--- src/rtl/tc_pkg.sv ---
package tc_pkg;
  typedef enum logic [1:0] {
    MODE_PRESCALE = 2'd0,
    MODE_FULL     = 2'd1,
    MODE_RELOAD   = 2'd2,
    MODE_SPLIT    = 2'd3
  } tcMode_t;

  typedef struct packed {
    logic [1:0] inc;       // per-channel count enable for this clock
    logic       incSplit;  // channel 0 high byte as standalone counter
  } tcStrobe_t;

  localparam logic [2:0] ADDR_MODE = 3'd0;
  localparam logic [2:0] ADDR_CTRL = 3'd1;
  localparam logic [2:0] ADDR_LO0  = 3'd2;
  localparam logic [2:0] ADDR_HI0  = 3'd3;
  localparam logic [2:0] ADDR_LO1  = 3'd4;
  localparam logic [2:0] ADDR_HI1  = 3'd5;
endpackage

--- src/rtl/tc_ctrl.sv ---
module tc_ctrl
  import tc_pkg::*;
#(
  parameter int CYCLE_DIV = 12
) (
  input  logic       clk,
  input  logic       rstN,
  input  logic       wrEn,
  input  logic [2:0] wrAddr,
  input  logic [7:0] wrData,
  input  logic       cycleEnd,
  input  logic [1:0] eventPin,
  input  logic [1:0] gatePin,
  output logic [7:0] modeAct,
  output logic [1:0] runAct,
  output tcStrobe_t  strobes
);
  localparam int DIV_W = (CYCLE_DIV > 1) ? $clog2(CYCLE_DIV) : 1;
  localparam logic [DIV_W-1:0] DIV_LAST = DIV_W'(CYCLE_DIV - 1);

  logic [7:0] modeStg, modeNext;
  logic [1:0] runStg, runNext;
  logic [DIV_W-1:0] divCnt;
  logic tick;
  logic [1:0] incRaw;
  logic splitOn, ch1Frozen;

  assign modeNext = (wrEn && wrAddr == ADDR_MODE) ? wrData : modeStg;
  assign runNext  = (wrEn && wrAddr == ADDR_CTRL) ? wrData[1:0] : runStg;

  always_ff @(posedge clk) begin
    if (!rstN) begin
      modeStg <= '0;
      runStg  <= '0;
      modeAct <= '0;
      runAct  <= '0;
    end else begin
      modeStg <= modeNext;
      runStg  <= runNext;
      if (cycleEnd) begin
        modeAct <= modeNext;
        runAct  <= runNext;
      end
    end
  end

  always_ff @(posedge clk) begin
    if (!rstN) divCnt <= '0;
    else if (tick) divCnt <= '0;
    else divCnt <= divCnt + 1'b1;
  end
  assign tick = (divCnt == DIV_LAST);

  for (genvar ch = 0; ch < 2; ch++) begin : g_chan
    logic lastSample, fallSeen;
    logic gateOk, useEvents, evtOk;

    always_ff @(posedge clk) begin
      if (!rstN) begin
        lastSample <= 1'b0;
        fallSeen   <= 1'b0;
      end else if (tick) begin
        lastSample <= eventPin[ch];
        fallSeen   <= lastSample & ~eventPin[ch];
      end
    end

    assign gateOk     = ~modeAct[4*ch+3] | gatePin[ch];
    assign useEvents  = modeAct[4*ch+2];
    assign evtOk      = useEvents ? fallSeen : 1'b1;
    assign incRaw[ch] = tick & runAct[ch] & gateOk & evtOk;
  end

  assign splitOn   = (tcMode_t'(modeAct[1:0]) == MODE_SPLIT);
  assign ch1Frozen = splitOn | (tcMode_t'(modeAct[5:4]) == MODE_SPLIT);

  always_comb begin
    strobes.inc[0]   = incRaw[0];
    strobes.inc[1]   = incRaw[1] & ~ch1Frozen;
    strobes.incSplit = tick & runAct[1] & splitOn;
  end
endmodule

--- src/rtl/tc_data.sv ---
module tc_data
  import tc_pkg::*;
#(
  parameter int BYTE_W = 8,
  parameter int PRE_W  = 5
) (
  input  logic              clk,
  input  logic              rstN,
  input  logic              wrEn,
  input  logic [2:0]        wrAddr,
  input  logic [BYTE_W-1:0] wrData,
  input  logic [1:0]        ackFlag,
  input  logic [7:0]        modeAct,
  input  logic [1:0]        runAct,
  input  tcStrobe_t         strobes,
  input  logic [2:0]        rdAddr,
  output logic [BYTE_W-1:0] rdData,
  output logic [1:0]        ovfFlag
);
  localparam int FLAG_BIT = 4;

  logic [BYTE_W-1:0] cntLo [2];
  logic [BYTE_W-1:0] cntHi [2];
  logic [1:0] ovfMain, ovfSplit, setFlag;
  logic ctrlWr;

  assign ctrlWr = wrEn && (wrAddr == ADDR_CTRL);

  for (genvar ch = 0; ch < 2; ch++) begin : g_chan
    localparam logic [2:0] LO_ADDR = 3'(2 + 2*ch);
    localparam logic [2:0] HI_ADDR = 3'(3 + 2*ch);
    tcMode_t chMode;
    logic [BYTE_W-1:0] lo, hi, loNext, hiNext;
    logic splitInc, ovfLo, ovfHi;

    assign chMode = tcMode_t'(modeAct[4*ch +: 2]);
    if (ch == 0) begin : g_split
      assign splitInc = strobes.incSplit;
    end else begin : g_nosplit
      assign splitInc = 1'b0;
    end

    always_comb begin
      loNext = lo;
      hiNext = hi;
      ovfLo  = 1'b0;
      ovfHi  = 1'b0;
      if (strobes.inc[ch]) begin
        unique case (chMode)
          MODE_PRESCALE: begin
            if (&lo[PRE_W-1:0]) begin
              loNext[PRE_W-1:0] = '0;
              {ovfLo, hiNext} = {1'b0, hi} + 1'b1;
            end else begin
              loNext[PRE_W-1:0] = lo[PRE_W-1:0] + 1'b1;
            end
          end
          MODE_FULL:
            {ovfLo, hiNext, loNext} = {1'b0, hi, lo} + 1'b1;
          MODE_RELOAD: begin
            if (&lo) begin
              loNext = hi;
              ovfLo  = 1'b1;
            end else begin
              loNext = lo + 1'b1;
            end
          end
          default:
            {ovfLo, loNext} = {1'b0, lo} + 1'b1;
        endcase
      end
      if (splitInc) {ovfHi, hiNext} = {1'b0, hi} + 1'b1;
    end

    always_ff @(posedge clk) begin
      if (!rstN) begin
        lo <= '0;
        hi <= '0;
      end else begin
        lo <= (wrEn && wrAddr == LO_ADDR) ? wrData : loNext;
        hi <= (wrEn && wrAddr == HI_ADDR) ? wrData : hiNext;
      end
    end

    assign cntLo[ch]    = lo;
    assign cntHi[ch]    = hi;
    assign ovfMain[ch]  = ovfLo;
    assign ovfSplit[ch] = ovfHi;
  end

  assign setFlag[0] = ovfMain[0];
  assign setFlag[1] = ovfMain[1] | ovfSplit[0];

  always_ff @(posedge clk) begin
    if (!rstN) begin
      ovfFlag <= '0;
    end else begin
      for (int ch = 0; ch < 2; ch++) begin
        if (setFlag[ch]) ovfFlag[ch] <= 1'b1;
        else if (ackFlag[ch] || (ctrlWr && !wrData[FLAG_BIT+ch])) ovfFlag[ch] <= 1'b0;
      end
    end
  end

  always_comb begin
    rdData = '0;
    unique case (rdAddr)
      ADDR_MODE: rdData[7:0] = modeAct;
      ADDR_CTRL: rdData[7:0] = {2'b00, ovfFlag, 2'b00, runAct};
      ADDR_LO0:  rdData = cntLo[0];
      ADDR_HI0:  rdData = cntHi[0];
      ADDR_LO1:  rdData = cntLo[1];
      ADDR_HI1:  rdData = cntHi[1];
      default:   rdData = '0;
    endcase
  end
endmodule

--- src/rtl/twin_timer.sv ---
module twin_timer
  import tc_pkg::*;
#(
  parameter int CYCLE_DIV = 12,
  parameter int PRE_W     = 5
) (
  input  logic       clk,
  input  logic       rstN,
  input  logic       wrEn,
  input  logic [2:0] wrAddr,
  input  logic [7:0] wrData,
  input  logic [2:0] rdAddr,
  output logic [7:0] rdData,
  input  logic       cycleEnd,
  input  logic [1:0] eventPin,
  input  logic [1:0] gatePin,
  input  logic [1:0] ackFlag,
  output logic [1:0] ovfFlag
);
  logic [7:0] modeAct;
  logic [1:0] runAct;
  tcStrobe_t  strobes;

  tc_ctrl #(.CYCLE_DIV(CYCLE_DIV)) u_ctrl (
    .clk(clk), .rstN(rstN), .wrEn(wrEn), .wrAddr(wrAddr), .wrData(wrData),
    .cycleEnd(cycleEnd), .eventPin(eventPin), .gatePin(gatePin),
    .modeAct(modeAct), .runAct(runAct), .strobes(strobes)
  );

  tc_data #(.BYTE_W(8), .PRE_W(PRE_W)) u_data (
    .clk(clk), .rstN(rstN), .wrEn(wrEn), .wrAddr(wrAddr), .wrData(wrData),
    .ackFlag(ackFlag), .modeAct(modeAct), .runAct(runAct), .strobes(strobes),
    .rdAddr(rdAddr), .rdData(rdData), .ovfFlag(ovfFlag)
  );
endmodule

--- config.mk ---
export PLATFORM = sky130hd
export DESIGN_NAME = twin_timer
export DESIGN_NICKNAME = d
export VERILOG_FILES = /design/src/rtl/tc_pkg.sv /design/src/rtl/tc_ctrl.sv /design/src/rtl/tc_data.sv /design/src/rtl/twin_timer.sv
export SDC_FILE = /design/constraint.sdc
export NUM_CORES = 1
export LEC_CHECK = 0
export ABC_AREA = 1
export BUFFER_PORTS_ARGS = -buffer_cell sky130_fd_sc_hd__buf_4
export CORE_UTILIZATION = 56
export CTS_CLUSTER_SIZE = 20
export DETAILED_ROUTE_END_ITERATION = 7
export PLACE_DENSITY = 0.75
export SLEW_MARGIN = 20
export SYNTH_ARGS = -nofsm -noshare
export SYNTH_HDL_FRONTEND = slang
export SYNTH_SLANG_ARGS = --single-unit
export TNS_END_PERCENT = 1
--- constraint.sdc ---
create_clock -name clk -period 4.72 [get_ports clk]
set_input_delay 1.18 -clock clk [delete_from_list [all_inputs] [get_ports clk]]
set_output_delay 1.18 -clock clk [all_outputs]
set_load 0.02 [all_outputs]
==> impl_metrics.tcl, run 1 <==
set metrics [dict create \
    synth_edf_count 0 \
    synthFlopType "dfxtp_1" \
    start_util_pct 58.0 \
    endpoint_kind "primary output" \
    p_per_area_nw_per_um2 249 \
    slew_viol_final 0 \
    antenna_found_initial 0 \
    cts_setup_buffers 0 \
    ios 34 \
    place_ws_ns 0.994 \
    grt_pass1_vias 4556 \
    synth_seq_area_share_pct 27.6 \
    path_class "primary input to primary output" \
    hold_path_class "register to register" \
    clk_path_buf_depth 2 \
    ys_ff_latch 62 \
    p_leak_nw 2.28 \
    setup_viol 0 \
    max_freq_ghz 0.264 \
    port_buffers 33 \
    cts_tree "yes" \
    drt-initial-drc-count 496 \
    drt-wirelength-per-cell_um 16.4 \
    intPower_w 0.000903 \
    power_frac_clock_pct 42.5 \
    setup_ws_ns 0.931 \
    failed_checks "design-rule violations" \
    area_growth_pct 11.8 \
    post_synth_num_cell_types 45 \
    insertion_delay_ns 0.35 \
    row_count 32 \
    rsz0062_at_grt "no" \
    final_nets 791 \
    cts_made_buffers 9 \
    place_congestion 1.09 \
    worstSetupStartpointType "primary input" \
    async_flop_share_pct 0 \
    clk_pin_slew_ns 0.07 \
    dr.pass1.iters 8 \
    wl_mm 14.1 \
    required_ns 3.54 \
    period_share_pct 80.3 \
    post_cts_resized 0 \
    fin_skew_ns 0.0104 \
    vdd_drop_max_mv 0.162 \
    vias 4957 \
    max_slew_margin_pct 46.4 \
    worstMarginPinSlew_ns 0.803 \
    fp.dieW_um 91.7 \
    cts.sinks 62 \
    hold_viol 0 \
    crit_fanout 8 \
    grt_pass1_wl_mm 22.7 \
    die_h_um 91.7 \
    synth_area_um2 4500 \
    outcome "finished, violations left" \
    tns_ns 0 \
    drc 24 \
    gr-usage-all-layers_pct 35.1 \
    ant_nets 0 \
    htree_levels 3 \
    dp_hpwl_mm 11.0 \
    drive_above_1_share_pct 12.7 \
    syn_nets 760 \
    ff2ff_setup_slack_ns 2.66 \
    viasPerCell 5.76 \
    grt_overflow 0 \
    power_frac_comb_pct 13.3 \
    postCtsHoldBufs 0 \
    drv_cap 0 \
    die_area_um2 8400 \
    power_frac_seq_pct 44.2 \
    switchingPower_w 0.000349 \
    utilization_pct 64.8 \
    postSynthAreaPerCell_um2 6.24 \
    n_antenna_cell 0 \
    cts_root_buf "clkbuf_8" \
    switching_share_pct 27.9 \
    postSynthCellCount 722 \
    yosys_warnings 0 \
    cp.arrival_ns 2.61 \
    grt_max_degree 22 \
    coreArea_um2 7770 \
    min_period_ns 3.79 \
]
-- logic make-up (layout without fill, tap and decap cells) --
| family | count (synthesis) | count (layout) | share of synthesized area [%] |
|---|---|---|---|
| AND/OR/NAND/NOR | 354 | 354 | 36.3 |
| buffers and inverters | 143 | 179 | 12.4 |
| AO/OA/AOI/OAI | 142 | 142 | 18.4 |
| flip-flops | 62 | 62 | 27.6 |
| adder cells (fa/ha/maj) | 14 | 14 | 3.89 |
| XOR/XNOR | 5 | 5 | 0.973 |
| multiplexers | 2 | 2 | 0.445 |
-- cell usage after synthesis (3+ instances only) --
master / number / area, µm²
nand2_1: 154 / 578
inv_1: 122 / 458
nor2_1: 77 / 289
nand3_1: 65 / 325
dfxtp_1: 62 / 1240
a21oi_1: 56 / 280
o21ai_0: 36 / 180
ha_1: 14 / 175
nand4_1: 12 / 75.1
o22ai_1: 11 / 68.8
nand2_2: 10 / 62.6
o211ai_1: 9 / 67.6
clkbuf_1: 8 / 30.0
nor3_1: 8 / 40.0
inv_2: 6 / 22.5
nor2_2: 6 / 37.5
nor2_4: 5 / 56.3
o21ai_1: 5 / 25.0
xor2_1: 5 / 43.8
a221oi_1: 4 / 35.0
o221ai_1: 4 / 35.0
or2_2: 4 / 25.0
a21oi_2: 3 / 26.3
buf_2: 3 / 15.0
nand2_4: 3 / 33.8
o21ai_2: 3 / 26.3
-- registers in the layout, indices dropped and copies added, names as in the netlist --
name                      flops
u_ctrl.divCnt                 4
u_ctrl.g_chan.fallSeen        2
u_ctrl.g_chan.lastSample      2
u_ctrl.modeAct                8
u_ctrl.modeStg                8
u_ctrl.runAct                 2
u_ctrl.runStg                 2
u_data.g_chan.hi             16
u_data.g_chan.lo             16
u_data.ovfFlag                2
-- routing by layer --
layer	part of all wire, %	global-route usage [%]	up-vias
li1	-	-	2411
met5	0	0	-
met3	11	6.80	40
met4	3.6	15.9	0
met1	42	47.8	2228
met2	43	53.6	278
-- worst paths after layout --
kind / from / endpoint / cells after the start
worst min register to register: u_ctrl.g_chan[0].lastSample$_SDFFE_PN0N_ / u_ctrl.g_chan[0].lastSample$_SDFFE_PN0N_ / 2
worst max-delay path: rdAddr[2] / rdData[4] / 7
worst max register to register: u_data.g_chan[0].hi[1]$_SDFFE_PN0P_ / u_data.ovfFlag[0]$_SDFFE_PN0P_ / 11
worst min-delay path: u_ctrl.g_chan[0].lastSample$_SDFFE_PN0N_ / u_ctrl.g_chan[0].lastSample$_SDFFE_PN0N_ / 2
-- power groups by stage --
stage / Sequential (W) / Combinational [W] / Clock [W]
2_1_floorplan: 0.000559 / 0.000107 / 0
3_3_place_gp: 0.000564 / 0.000158 / 0
3_5_place_dp: 0.000565 / 0.000160 / 0
4_1_cts: 0.000553 / 0.000162 / 0.000539
5_1_grt: 0.000555 / 0.000184 / 0.000563
6_report: 0.000553 / 0.000166 / 0.000532
-- critical path, cell delays in order --
cell,delay [ns]
buf_4,0.14
nor3_1,0.52
inv_1,0.18
o22ai_1,0.19
a21oi_1,0.07
o2111ai_1,0.13
buf_4,0.20
-- stage by stage --
step           total power, W  hold slack [ns]  instance area, µm²  std cells
6_report              0.00125            0.447                5030        860
5_1_grt               0.00130            0.475                5030        860
4_1_cts               0.00125            0.449                5030        860
3_5_place_dp         0.000725            0.439                4810        844
3_3_place_gp         0.000722            0.433                4810        844
2_1_floorplan        0.000666            0.418                4500        722
-- placed cells by master (no fill, tap or decap), drive strengths merged --
master    synthesis  layout
o211ai            9       9
o22ai            11      11
nor3             12      12
o32ai             1       1
o221ai            4       4
or2               4       4
bufinv            0       2
a221oi            4       4
clkinvlp          0       2
xor2              5       5
o21a              2       2
nor4              2       2
a21oi            59      59
mux2i             2       2
o31ai             1       1
o2111ai           1       1
a32oi             1       1
inv             128     128
clkbuf            8      10
o21bai            2       2
a211oi            1       1
dfxtp            62      62
a31oi             1       1
a21o              1       1
buf               6      34
nand2           167     167
nand3b            2       2
clkinv            1       3
nand4            12      12
nor2             89      89
nand3            66      66
o21ai            44      44
ha               14      14
-- final cells by class --
| type | instances | area [µm²] |
|---|---|---|
| tap | 102 | 128 |
| clock inverter | 6 | 85.1 |
| timing repair buffer | 34 | 255 |
| multi-input combinational | 517 | 2700 |
| sequential | 62 | 1240 |
| clock buffer | 10 | 138 |
| fill | 762 | 2740 |
| inverter | 129 | 484 |
Power figures use the tool's default switching activity.
==> run 2: changes to the inputs <==
--- a/config.mk
+++ b/config.mk
@@ -5,12 +5,12 @@
 export SDC_FILE = /design/constraint.sdc
 export NUM_CORES = 1
 export LEC_CHECK = 0
-export ABC_AREA = 1
+export ABC_AREA = 0
 export BUFFER_PORTS_ARGS = -buffer_cell sky130_fd_sc_hd__buf_4
 export CORE_UTILIZATION = 56
 export CTS_CLUSTER_SIZE = 20
 export DETAILED_ROUTE_END_ITERATION = 7
-export PLACE_DENSITY = 0.75
+export PLACE_DENSITY = 0.76
 export SLEW_MARGIN = 20
 export SYNTH_ARGS = -nofsm -noshare
 export SYNTH_HDL_FRONTEND = slang
==> constraint.sdc (replaced) <==
create_clock -name clk -period 3.55 [get_ports clk]
set_input_delay 0.8875 -clock clk [delete_from_list [all_inputs] [get_ports clk]]
set_output_delay 0.8875 -clock clk [all_outputs]
set_load 0.02 [all_outputs]
==> run 2 against run 1 <==
Against the previous run: hold slack better by 0.0053 ns; combinational power up 16%; highest routed layer unchanged; total power up 30%; first-iteration DRC count down 19%; largest cell class unchanged; clock skew about the same; setup slack worse by 0.27 ns; critical path depth down 2; global-route usage down 3.4 points; the run now ends clean.
==> impl_metrics.tcl, run 2 <==
set metrics [dict create \
    grt_pass1_wl_mm 18.1 \
    synth_edf_count 0 \
    endpoint_kind "primary output" \
    max_freq_ghz 0.346 \
    antenna_found_initial 0 \
    worstSetupStartpointType "primary input" \
    max_slew_margin_pct 40.7 \
    vias 4026 \
    dr.pass1.iters 5 \
    utilization_pct 65.1 \
    postSynthCellCount 505 \
    required_ns 2.66 \
    reg2reg_to "u_data.g_chan[1].hi[6]$_SDFFE_PN0P_" \
    grt_max_degree 38 \
    period_share_pct 81.5 \
    ant_nets 0 \
    hp-start "u_ctrl.g_chan[0].fallSeen$_SDFFE_PN0N_" \
    slew_viol_final 0 \
    post_cts_resized 0 \
    cts_made_buffers 9 \
    synth_xor_area_share_pct 3.73 \
    final_nets 558 \
    port_buffers 33 \
    synthAdderAreaFrac_pct 4.39 \
    synth.area.top_cells "dfxtp_1, o21ai_0, nor2_1" \
    post_synth_num_cell_types 56 \
    drt-wirelength-per-cell_um 18.7 \
    yosys.area.top_type "dfxtp_1" \
    tns_ns 0 \
    yosysMostFrequentCell "dfxtp_1" \
    reg_top3 "u_data.g_chan.hi (16), u_data.g_chan.lo (16)" \
    cp.arrival_ns 2.01 \
    worstMarginPinSlew_ns 0.878 \
    coreArea_um2 6830 \
    clk_path_buf_depth 2 \
    min_period_ns 2.89 \
    synthFlopType "dfxtp_1" \
    critPathSlowestCell "mux2_2" \
    p_per_area_nw_per_um2 366 \
    setup_viol 0 \
    postCtsHoldBufs 0 \
    dp_hpwl_mm 8.43 \
    vdd_drop_max_mv 0.309 \
    synth_area_um2 3990 \
    ios 34 \
    insertion_delay_ns 0.34 \
    die_area_um2 7470 \
    hold_path_class "register to register" \
    ff2ff_setup_slack_ns 1.09 \
    area_growth_pct 11.4 \
    clk_pin_slew_ns 0.07 \
    n_antenna_cell 0 \
    path_delay_family "buffers and inverters" \
    final_cell_mix "dfxtp_1, nor2_1, o21ai_0" \
    synth_top_family_by_area "compound AO/OA/AOI/OAI gates" \
    row_count 30 \
    p_leak_nw 1.59 \
    min_delay_path_depth 2 \
    outcome "finished, final reports clean" \
    postSynthAreaPerCell_um2 7.91 \
    ys_ff_latch 62 \
    syn_nets 543 \
    viasPerCell 6.48 \
    crit_start "rdAddr[0]" \
    drv_cap 0 \
    place_congestion 0.946 \
    synth_top_area_share_pct 31.1 \
    hold_viol 0 \
    path_cells "buf_4 > mux2_2 > a22oi_1 > o21ai_0 > buf_4" \
    cts.sinks 62 \
    synth-compound-area-share_pct 25.9 \
    synth_common_cells "dfxtp_1, nor2_1, o21ai_0, a21oi_1" \
    drive_above_1_share_pct 10.9 \
    fill_cells 610 \
    gr-usage-all-layers_pct 31.7 \
    path_class "primary input to primary output" \
    final_common_cell "dfxtp_1" \
    yosys.area_share.simple_pct 24.1 \
    die_h_um 86.5 \
    wl_mm 11.6 \
    worstReg2RegStart "u_ctrl.modeAct[4]$_SDFFE_PN0P_" \
    yosys_warnings 0 \
    htree_levels 3 \
    synthMuxAreaShare_pct 6.17 \
    synth_seq_area_share_pct 31.1 \
    grt_overflow 0 \
    drt-initial-drc-count 402 \
    grt_pass1_vias 3473 \
    cts_tree "yes" \
    r2r_cells 6 \
    crit_buf_inv 2 \
    async_flop_share_pct 0 \
    cts_root_buf "clkbuf_8" \
    start_util_pct 58.5 \
    min_to "u_ctrl.g_chan[0].fallSeen$_SDFFE_PN0N_" \
    cts_setup_buffers 0 \
    fp.dieW_um 86.5 \
    crit_fanout 25 \
    drc 0 \
    worst_path_largest_cell_delay_ns 0.37 \
    fin_skew_ns 0.0103 \
    rsz0062_at_grt "no" \
    cpMostUsedCell "buf_4" \
]
[run 2: cell types whose count changed in the layout (fill, tap and decap cells not counted), sizes merged, moves of 8 or more]
cell | previous run | this run
a22oi | 0 | 9
nor2 | 89 | 51
inv | 128 | 16
nand2 | 167 | 28
o211ai | 9 | 0
nand2b | 0 | 8
and3 | 0 | 10
xnor2 | 0 | 14
nor2b | 0 | 8
mux2i | 2 | 19
a31oi | 1 | 17
a21oi | 59 | 30
a211oi | 1 | 18
nand3 | 66 | 28
[run 2: area by class of cell]
type / instances / area, µm² / share of cell area [%]
Clock inverter: 6 / 86.3 / 1.94
Tap cell: 96 / 120 / 2.70
Multi-Input combinational cell: 398 / 2570 / 57.7
Clock buffer: 10 / 128 / 2.87
Timing Repair Buffer: 33 / 248 / 5.57
Inverter: 16 / 60.1 / 1.35
Sequential cell: 62 / 1240 / 27.9
[run 2: how the worst max path moves through the flow]
stage	depth (start not counted)	to	slack, ns
floorplan	6	rdData[4]	0.52
global placement	5	rdData[4]	0.68
detailed placement	5	rdData[4]	0.69
CTS	5	rdData[4]	0.68
global route	5	rdData[6]	0.59
finish	5	rdData[4]	0.66
[run 2: power breakdown]
group / switching, W / leakage (nW) / internal (W)
Combinational: 0.000115 / 0.983 / 0.0000770
Clock: 0.000290 / 0.106 / 0.000394
Sequential: 0.0000348 / 0.504 / 0.000718
[run 2: worst register-to-register path: stages (launching register included)]
cell       delay [ns]
dfxtp_1          0.40
ha_1             0.34
nor2_1           0.17
o2111ai_2        0.44
a2111oi_0        0.71
xnor2_1          0.19
a21oi_1          0.08
[run 2: routing by layer]
metal  wire length [µm]  up-vias  GRT usage [%]  part of all wire (%)
li1                   -     1933              -                     -
met1               5220     1859           45.3                    45
met2               5100      207           47.9                    44
met3               1020       27           5.62                   8.8
met4                275        0           11.8                   2.4
met5                  0        -              0                     0
[run 2: through the flow]
stage | power, W | hold WS, ns | cell area [µm²] | setup slack [ns] | cells
floorplan | 0.000881 | 0.427 | 3990 | 0.522 | 505
global placement | 0.000951 | 0.439 | 4240 | 0.679 | 605
detailed placement | 0.000955 | 0.444 | 4240 | 0.686 | 605
CTS | 0.00163 | 0.454 | 4450 | 0.679 | 621
global route | 0.00168 | 0.476 | 4450 | 0.588 | 621
finish | 0.00163 | 0.453 | 4450 | 0.657 | 621
[run 2: logic make-up (layout without fill, tap and decap cells)]
group                    Yosys count  count (layout)
XOR/XNOR                          17              17
AO/OA/AOI/OAI                    158             158
buffers and inverters             45              65
flip-flops                        62              62
adder cells (fa/ha/maj)           14              14
AND/OR/NAND/NOR                  185             185
multiplexers                      24              24
